### config.mk
export PLATFORM = sky130hd
export DESIGN_NAME = window_watchdog
export DESIGN_NICKNAME = d
export VERILOG_FILES = /design/src/rtl/wwd_pkg.sv /design/src/rtl/wwd_prescaler.sv /design/src/rtl/wwd_counter.sv /design/src/rtl/wwd_window_cmp.sv /design/src/rtl/window_watchdog.sv
export SDC_FILE = /design/constraint.sdc
export NUM_CORES = 1
export LEC_CHECK = 0
export BUFFER_PORTS_ARGS = -buffer_cell sky130_fd_sc_hd__buf_2
export CAP_MARGIN = 20
export CORE_ASPECT_RATIO = 1.5
export CORE_MARGIN = 2
export CORE_UTILIZATION = 40
export CTS_CLUSTER_SIZE = 14
export DETAILED_ROUTE_END_ITERATION = 8
export GPL_TIMING_DRIVEN = 0
export SLEW_MARGIN = 10
export SYNTH_ARGS = -nofsm -noshare
export SYNTH_HDL_FRONTEND = slang
export SYNTH_SLANG_ARGS = --single-unit
### constraint.sdc
create_clock -name clk -period 5.8 [get_ports clk]
set_input_delay 0.29 -clock clk [delete_from_list [all_inputs] [get_ports clk]]
set_output_delay 0.29 -clock clk [all_outputs]
set_load 0.03 [all_outputs]
### src/rtl/wwd_pkg.sv
package wwd_pkg;
   // Register select encoding shared by write and read ports
   typedef enum logic {
      SEL_CTRL = 1'b0,
      SEL_WIN  = 1'b1
   } wwd_sel_e;
endpackage

### src/rtl/wwd_prescaler.sv
module wwd_prescaler #(
   parameter int PRESC_W = 14
) (
   input  logic clk,
   input  logic rst_n,
   input  logic clr,
   input  logic run,
   output logic tick
);
   generate
      if (PRESC_W == 0) begin : g_direct
         // No division: every running cycle is a tick
         assign tick = run;
      end else begin : g_divide
         logic [PRESC_W-1:0] div_q;
         always_ff @(posedge clk or negedge rst_n) begin
            if (!rst_n)      div_q <= '0;
            else if (clr)    div_q <= '0;
            else if (run)    div_q <= div_q + 1'b1;
         end
         assign tick = run && (&div_q);
      end
   endgenerate
endmodule

### src/rtl/wwd_counter.sv
module wwd_counter #(
   parameter int CNT_W = 7
) (
   input  logic             clk,
   input  logic             rst_n,
   input  logic             clr,
   input  logic             load,
   input  logic [CNT_W-1:0] load_val,
   input  logic             tick,
   output logic [CNT_W-1:0] cnt,
   output logic             expire
);
   // Value whose decrement clears the top bit
   localparam logic [CNT_W-1:0] TRIP = CNT_W'(1) << (CNT_W - 1);

   logic [CNT_W-1:0] cnt_q;

   always_ff @(posedge clk or negedge rst_n) begin
      if (!rst_n)      cnt_q <= '1;
      else if (clr)    cnt_q <= '1;
      else if (load)   cnt_q <= load_val;
      else if (tick)   cnt_q <= cnt_q - 1'b1;
   end

   assign cnt    = cnt_q;
   assign expire = tick && !load && (cnt_q == TRIP);
endmodule

### src/rtl/wwd_window_cmp.sv
module wwd_window_cmp #(
   parameter int CNT_W = 7
) (
   input  logic             active,
   input  logic             wr_ctrl,
   input  logic [CNT_W:0]   wr_data,
   input  logic [CNT_W-1:0] cnt,
   input  logic [CNT_W-1:0] win,
   output logic             early,
   output logic             low_load
);
   logic enabled_after;

   always_comb begin
      enabled_after = active || wr_data[CNT_W];
      // Refresh while counter still above the window
      early         = wr_ctrl && active && (cnt > win);
      // Loading a value that is already past the trip point
      low_load      = wr_ctrl && enabled_after && !wr_data[CNT_W-1];
   end
endmodule

### src/rtl/window_watchdog.sv
module window_watchdog #(
   parameter int CNT_W   = 7,
   parameter int PRESC_W = 14
) (
   input  logic               clk,
   input  logic               rst_n,
   input  logic               clk_en,
   input  logic               halt,
   input  logic               wr_en,
   input  logic               wr_sel,
   input  logic [CNT_W:0]     wr_data,
   input  logic               rd_sel,
   output logic [CNT_W:0]     rd_data,
   output logic               rst_req
);
   import wwd_pkg::*;

   localparam int DATA_W = CNT_W + 1;

   generate
      if (CNT_W < 3) begin : g_bad_cnt
         $error("window_watchdog: CNT_W must be at least 3");
      end
      if (PRESC_W < 0 || PRESC_W > 24) begin : g_bad_presc
         $error("window_watchdog: PRESC_W out of range");
      end
   endgenerate

   logic             active_q;
   logic [CNT_W-1:0] win_q;
   logic [CNT_W-1:0] cnt;
   logic             rst_req_q;
   logic             wr_ok, wr_ctrl, wr_win;
   logic             tick, expire, early, low_load, fire, run;

   // Writes are discarded during the reset pulse cycle
   assign wr_ok   = wr_en && !rst_req_q;
   assign wr_ctrl = wr_ok && (wwd_sel_e'(wr_sel) == SEL_CTRL);
   assign wr_win  = wr_ok && (wwd_sel_e'(wr_sel) == SEL_WIN);
   assign run     = active_q && clk_en && !halt;
   assign fire    = early || low_load || expire;

   wwd_prescaler #(.PRESC_W(PRESC_W)) u_presc (
      .clk  (clk),
      .rst_n(rst_n),
      .clr  (fire),
      .run  (run),
      .tick (tick)
   );

   wwd_counter #(.CNT_W(CNT_W)) u_cnt (
      .clk     (clk),
      .rst_n   (rst_n),
      .clr     (fire),
      .load    (wr_ctrl),
      .load_val(wr_data[CNT_W-1:0]),
      .tick    (tick),
      .cnt     (cnt),
      .expire  (expire)
   );

   wwd_window_cmp #(.CNT_W(CNT_W)) u_cmp (
      .active  (active_q),
      .wr_ctrl (wr_ctrl),
      .wr_data (wr_data),
      .cnt     (cnt),
      .win     (win_q),
      .early   (early),
      .low_load(low_load)
   );

   always_ff @(posedge clk or negedge rst_n) begin
      if (!rst_n) begin
         active_q  <= 1'b0;
         win_q     <= '1;
         rst_req_q <= 1'b0;
      end else if (fire) begin
         active_q  <= 1'b0;
         win_q     <= '1;
         rst_req_q <= 1'b1;
      end else begin
         rst_req_q <= 1'b0;
         if (wr_ctrl && wr_data[CNT_W]) active_q <= 1'b1;
         if (wr_win)                    win_q    <= wr_data[CNT_W-1:0];
      end
   end

   always_comb begin
      rd_data = '0;
      unique case (wwd_sel_e'(rd_sel))
         SEL_CTRL: rd_data = {active_q, cnt};
         SEL_WIN:  rd_data = DATA_W'({1'b0, win_q});
         default:  rd_data = '0;
      endcase
   end

   assign rst_req = rst_req_q;
endmodule

* Word-level counts from Yosys, hierarchy flattened
Index checks and enable logic that the tools add are counted.
Storage, ports and cells: output and inout bits 9, word-level logic and storage cells 47, register bits 30
Cells by class: reduce and logical (&&, ||, !) cells 25, bitwise logic cells 2, muxes and demuxes 11, $add $sub $neg 2, $lt $le $gt $ge 1, eq/ne operators 1
Operator list (count):
- $mux W7 | 5
- $mux W14 | 2
- $pmux W8 S2 | 1
- $add A14 B1 Y14 const B | 1
- $reduce_and A14 Y1 | 1
- $logic_and A1 B1 Y1 | 13
- $eq A7 B7 Y1 const B | 1
- $gt A7 B7 Y1 | 1
- $sub A7 B1 Y7 const B | 1
- $reduce_bool A2 Y1 | 3
- $logic_not A1 Y1 | 4
- $logic_or A1 B1 Y1 | 3
- $mux W1 | 3
- $reduce_bool A3 Y1 | 1
- $not A1 Y1 | 2

* Longest topological paths before layout
depth in word-level cells 8, gate-level depth with buffers 9, depth with buffers taken out 8

* By module
From an unflattened synthesis, not the netlist that was laid out.
Second synthesis, totals: cell total of the unflattened synthesis 194, area, all modules 1978.1 µm²
Modules (own cells, without submodules):
- wwd_prescaler | seq. area each 350.3 µm², area each 725.7 µm², times used 1, cells an instance 71
- window_watchdog | seq. area each 234.0 µm², area each 581.8 µm², times used 1, cells an instance 50
- wwd_counter | seq. area each 183.9 µm², area each 480.5 µm², times used 1, cells an instance 46
- wwd_window_cmp | seq. area each 0.0 µm², area each 190.2 µm², times used 1, cells an instance 27

* Worst setup path before layout
OpenSTA, ideal clock, no wires.
path kind register to register, start reg win_q[4], end reg u_presc.g_divide.div_q[0], slack 3.863 ns, buffers on the path 1, arrival time 1.865 ns, stages on the path, launching flop included 10, required time 5.729 ns, path through dfstp_2 -> inv_1 -> ha_1 -> a211oi_1 -> nor2_1 -> o31ai_1 -> o211a_4 -> inv_6 -> buf_8 -> nor2_1
Between the ends: word-level cells in the longest chain between the ends 5
Ends and longest elaborated chain:
- start, declared | RTL line window_watchdog.sv:30 | logic [CNT_W-1:0] win_q;
- start signal, assigned | RTL line window_watchdog.sv:84 | if (wr_win) win_q <= wr_data[CNT_W-1:0];
- $gt A7 B7 Y1 * | RTL line wwd_window_cmp.sv:17 | early = wr_ctrl && active && (cnt > win);
- $logic_and A1 B1 Y1 * | RTL line wwd_window_cmp.sv:17
- $logic_or A1 B1 Y1 * (2 in series) | RTL line window_watchdog.sv:41 | assign fire = early || low_load || expire;
- via fire | RTL line window_watchdog.sv:34 | logic tick, expire, early, low_load, fire, run;
- $mux W14 / $reduce_bool A2 Y1 (equally long branches)
- end signal, assigned | RTL line wwd_prescaler.sv:19 | else if (run) div_q <= div_q + 1'b1;
- end, declared | RTL line wwd_prescaler.sv:15 | logic [PRESC_W-1:0] div_q;
The timed path passes the listed nets; every way through them passes the cells marked *. A chain may end at the register's enable or synchronous reset.

* Worst setup path in the final report
start reg u_presc.g_divide.div_q[0], end reg u_presc.g_divide.div_q[4]
Between the ends: word-level cells in the longest chain between the ends 6
Ends and longest elaborated chain:
- $reduce_and A14 Y1 * | RTL line wwd_prescaler.sv:21 | assign tick = run && (&div_q);
- $logic_and A1 B1 Y1 * | RTL line wwd_prescaler.sv:21
- $logic_and A1 B1 Y1 * (2 in series) | RTL line wwd_counter.sv:26 | assign expire = tick && !load && (cnt_q == TRIP);
- $logic_or A1 B1 Y1 * | RTL line window_watchdog.sv:41
- via fire | RTL line window_watchdog.sv:34
- $mux W14 / $reduce_bool A2 Y1 (equally long branches)
The timed path passes the listed nets; every way through them passes the cells marked *. The select of a mux whose other input is x is not followed.

==> impl_metrics.toml <==
[floorplan]
die_h_um = 86.74
die_area_mm2 = 0.005131
die_w_um = 59.16
io_pins = 24
core_area_mm2 = 0.004467
num_rows = 30
start_util = 0.4087

[placement]
port_buffers = 22
hpwlAfterDp_um = 2797
gp_congestion = 0.7681

[logic_synthesis]
synth_flop_cell = "dfrtp_1"
avgSynthCellArea_um2 = 9.362
synth-seq-cells = 30
yosysWarnings = 0
synthArstFlopShare = 1.000
syn_nets = 219
synth_cell_type_count = 40
synth_edf_count = 0
ys_seq_area_frac = 0.4208
syn_inst = 195
netlist_area_mm2 = 0.001826

[clock_tree]
clk_latency_ns = 0.29
cts_tree = "built"
clk_path_buf_depth = 2
postCtsHoldBufs = 0
cts_buffers = 5
clock-root-buffer = "clkbuf_8"
cts_max_level = 2
cts_setup_buffers = 0
cts.sinks = 30
clk_pin_slew_ns = 0.07
cts_resized = 0

[routing]
drc = 0
post_drt_wl_per_cell_um = 14.15
wirelength_um = 3862
drt_pass1_iterations = 4
vias_per_cell = 5.267
vias = 1438
ant_nets = 0
drt_first_iter_violations = 56

[critical_path]
slowest_delay_ns = 0.52
crit_type = "register to register"
crit_fanout = 10
cp_top_family = "simple AND/OR/NAND/NOR gates"
cp.required_ns = 5.98
crit_slowest_cell = "nor4_4"
path_cells = "ha_1, nand3_1, nor4_4, nand4_2, o211a_4, inv_6, buf_8, nor2_1"
cp-start-kind = "register"
cp-end-kind = "register"
cp_data_arrival_time_ns = 2.36
path_buf_inv = 2

[grt]
grt_max_degree = 31
grt.overflow.total = 0
antenna_found_initial = 0
grt_pass1_wl_um = 6492
grt_pass1_vias = 1432
track_usage = 0.1705

[power]
total_power_uw = 851.0
powerDensity_mw_per_mm2 = 407.8
irDropWorstVdd_mv = 0.2446
leakage_uw = 0.0009895

[cells_and_area]
area_growth_syn_to_layout_pct = 14.32
antenna_cells = 0
drive_above_1_share = 0.2533
finalNetCount = 248

[sta]
min_period_over_period = 0.3759
drv_slew = 0
final.setup.tns_ns = 0
finalWorstPathRequiredPeriod_ns = 2.180
worst_pin_slew_ns = 0.7068
rsz0062_at_grt = "false"
max_slew_margin = 0.5288
max_freq_mhz = 458.7
final.setup_skew_ns = 0.006981
hold_viol_final = 0
setup-violations-final = 0
worst_hold_slack_ns = 0.04669

[flow_run]
maxCapViolations = 0

[worst_hold_path]
min_path_type = "primary input to async pin"

[run_status]
outcome = "completed"
-- kinds of logic after synthesis --
| group | share of synthesized area |
|---|---|
| adders and majority gates | 0.06169 |
| buffers and inverters | 0.05003 |
| AOI/OAI and AO/OA | 0.09047 |
| and+or+nand+nor | 0.2625 |
| DFF | 0.4208 |
| muxes | 0.04729 |
| xor gates and xnor gates | 0.06717 |
-- layout by cell type, fill, tap and decap left out, drive strengths merged, types with 5 or more instances in the layout --
cell / instances
ha: 9
nand2: 26
xor2: 9
o211ai: 8
o21ai: 7
xnor2: 5
dfstp: 14
clkbuf: 12
mux2: 5
nand3: 10
nor2: 26
buf: 25
dfrtp: 16
nand4: 7
inv: 10
-- per-layer routing --
metal	GRT usage	wire length, um
met1	0.1894	1623
met2	0.2939	1993
met3	0.04328	151
met4	0.08471	94
met5	0	0
-- per-stage QoR --
| stage | setup WS (ns) | cell area [um2] | instances | utilization |
|---|---|---|---|---|
| floorplan | 3.863 | 1826 | 195 | - |
| global placement | 3.638 | 1996 | 265 | 0.4468 |
| detailed placement | 3.651 | 1996 | 265 | 0.4468 |
| CTS | 3.626 | 2087 | 273 | 0.4672 |
| global route | 3.456 | 2087 | 273 | 0.4672 |
| finish | 3.620 | 2087 | 273 | 0.4672 |
-- synthesized netlist by cell type, types with 6 or more instances --
master	n	area share
dfrtp_1	16	0.22
dfstp_2	14	0.20
ha_1	9	0.062
inv_1	9	0.019
nand2_1	26	0.053
nand3_1	10	0.027
nand4_1	6	0.021
nor2_1	26	0.053
o211ai_1	8	0.033
o21ai_0	7	0.019
xor2_1	9	0.043
-- registers in the layout, indices dropped and copies added (netlist names) --
register and cells:
win_q 7, rst_req 1, active_q 1, u_presc.g_divide.div_q 14, u_cnt.cnt 7
-- worst paths after layout --
check                                                            from                                     end  slack [ns]  cells past startpoint
worst max-delay path            u_presc.g_divide.div_q[0]$_DFFE_PN0P_   u_presc.g_divide.div_q[4]$_DFFE_PN0P_        3.62                      8
worst min-delay path                                            rst_n                    active_q$_DFFE_PN0P_        0.05                      1
worst max register to register  u_presc.g_divide.div_q[0]$_DFFE_PN0P_   u_presc.g_divide.div_q[4]$_DFFE_PN0P_        3.62                      8
worst min register to register                   win_q[0]$_DFFE_PN1P_                    win_q[0]$_DFFE_PN1P_        0.52                      2
max in group asynchronous                                       rst_n  u_presc.g_divide.div_q[12]$_DFFE_PN0P_        5.30                      1
min in group clk                                           wr_data[5]                u_cnt.cnt[5]$_DFFE_PN1P_        0.23                      3
-- power by group --
part           switching, uW  internal, uW
Clock                   83.5          95.7
Sequential              52.9           295
Combinational            191           133
-- cell type report --
cell class | count | area (um2)
buffer | 8 | 48.80
clock buffer | 7 | 86.33
clock inverter | 1 | 5.005
fill | 441 | 2380
inverter | 10 | 42.54
multi-input combinational | 147 | 965.9
sequential | 30 | 768.2
tap | 48 | 60.06
timing repair buffer | 22 | 110.1
(Power assumes the default switching activity.)
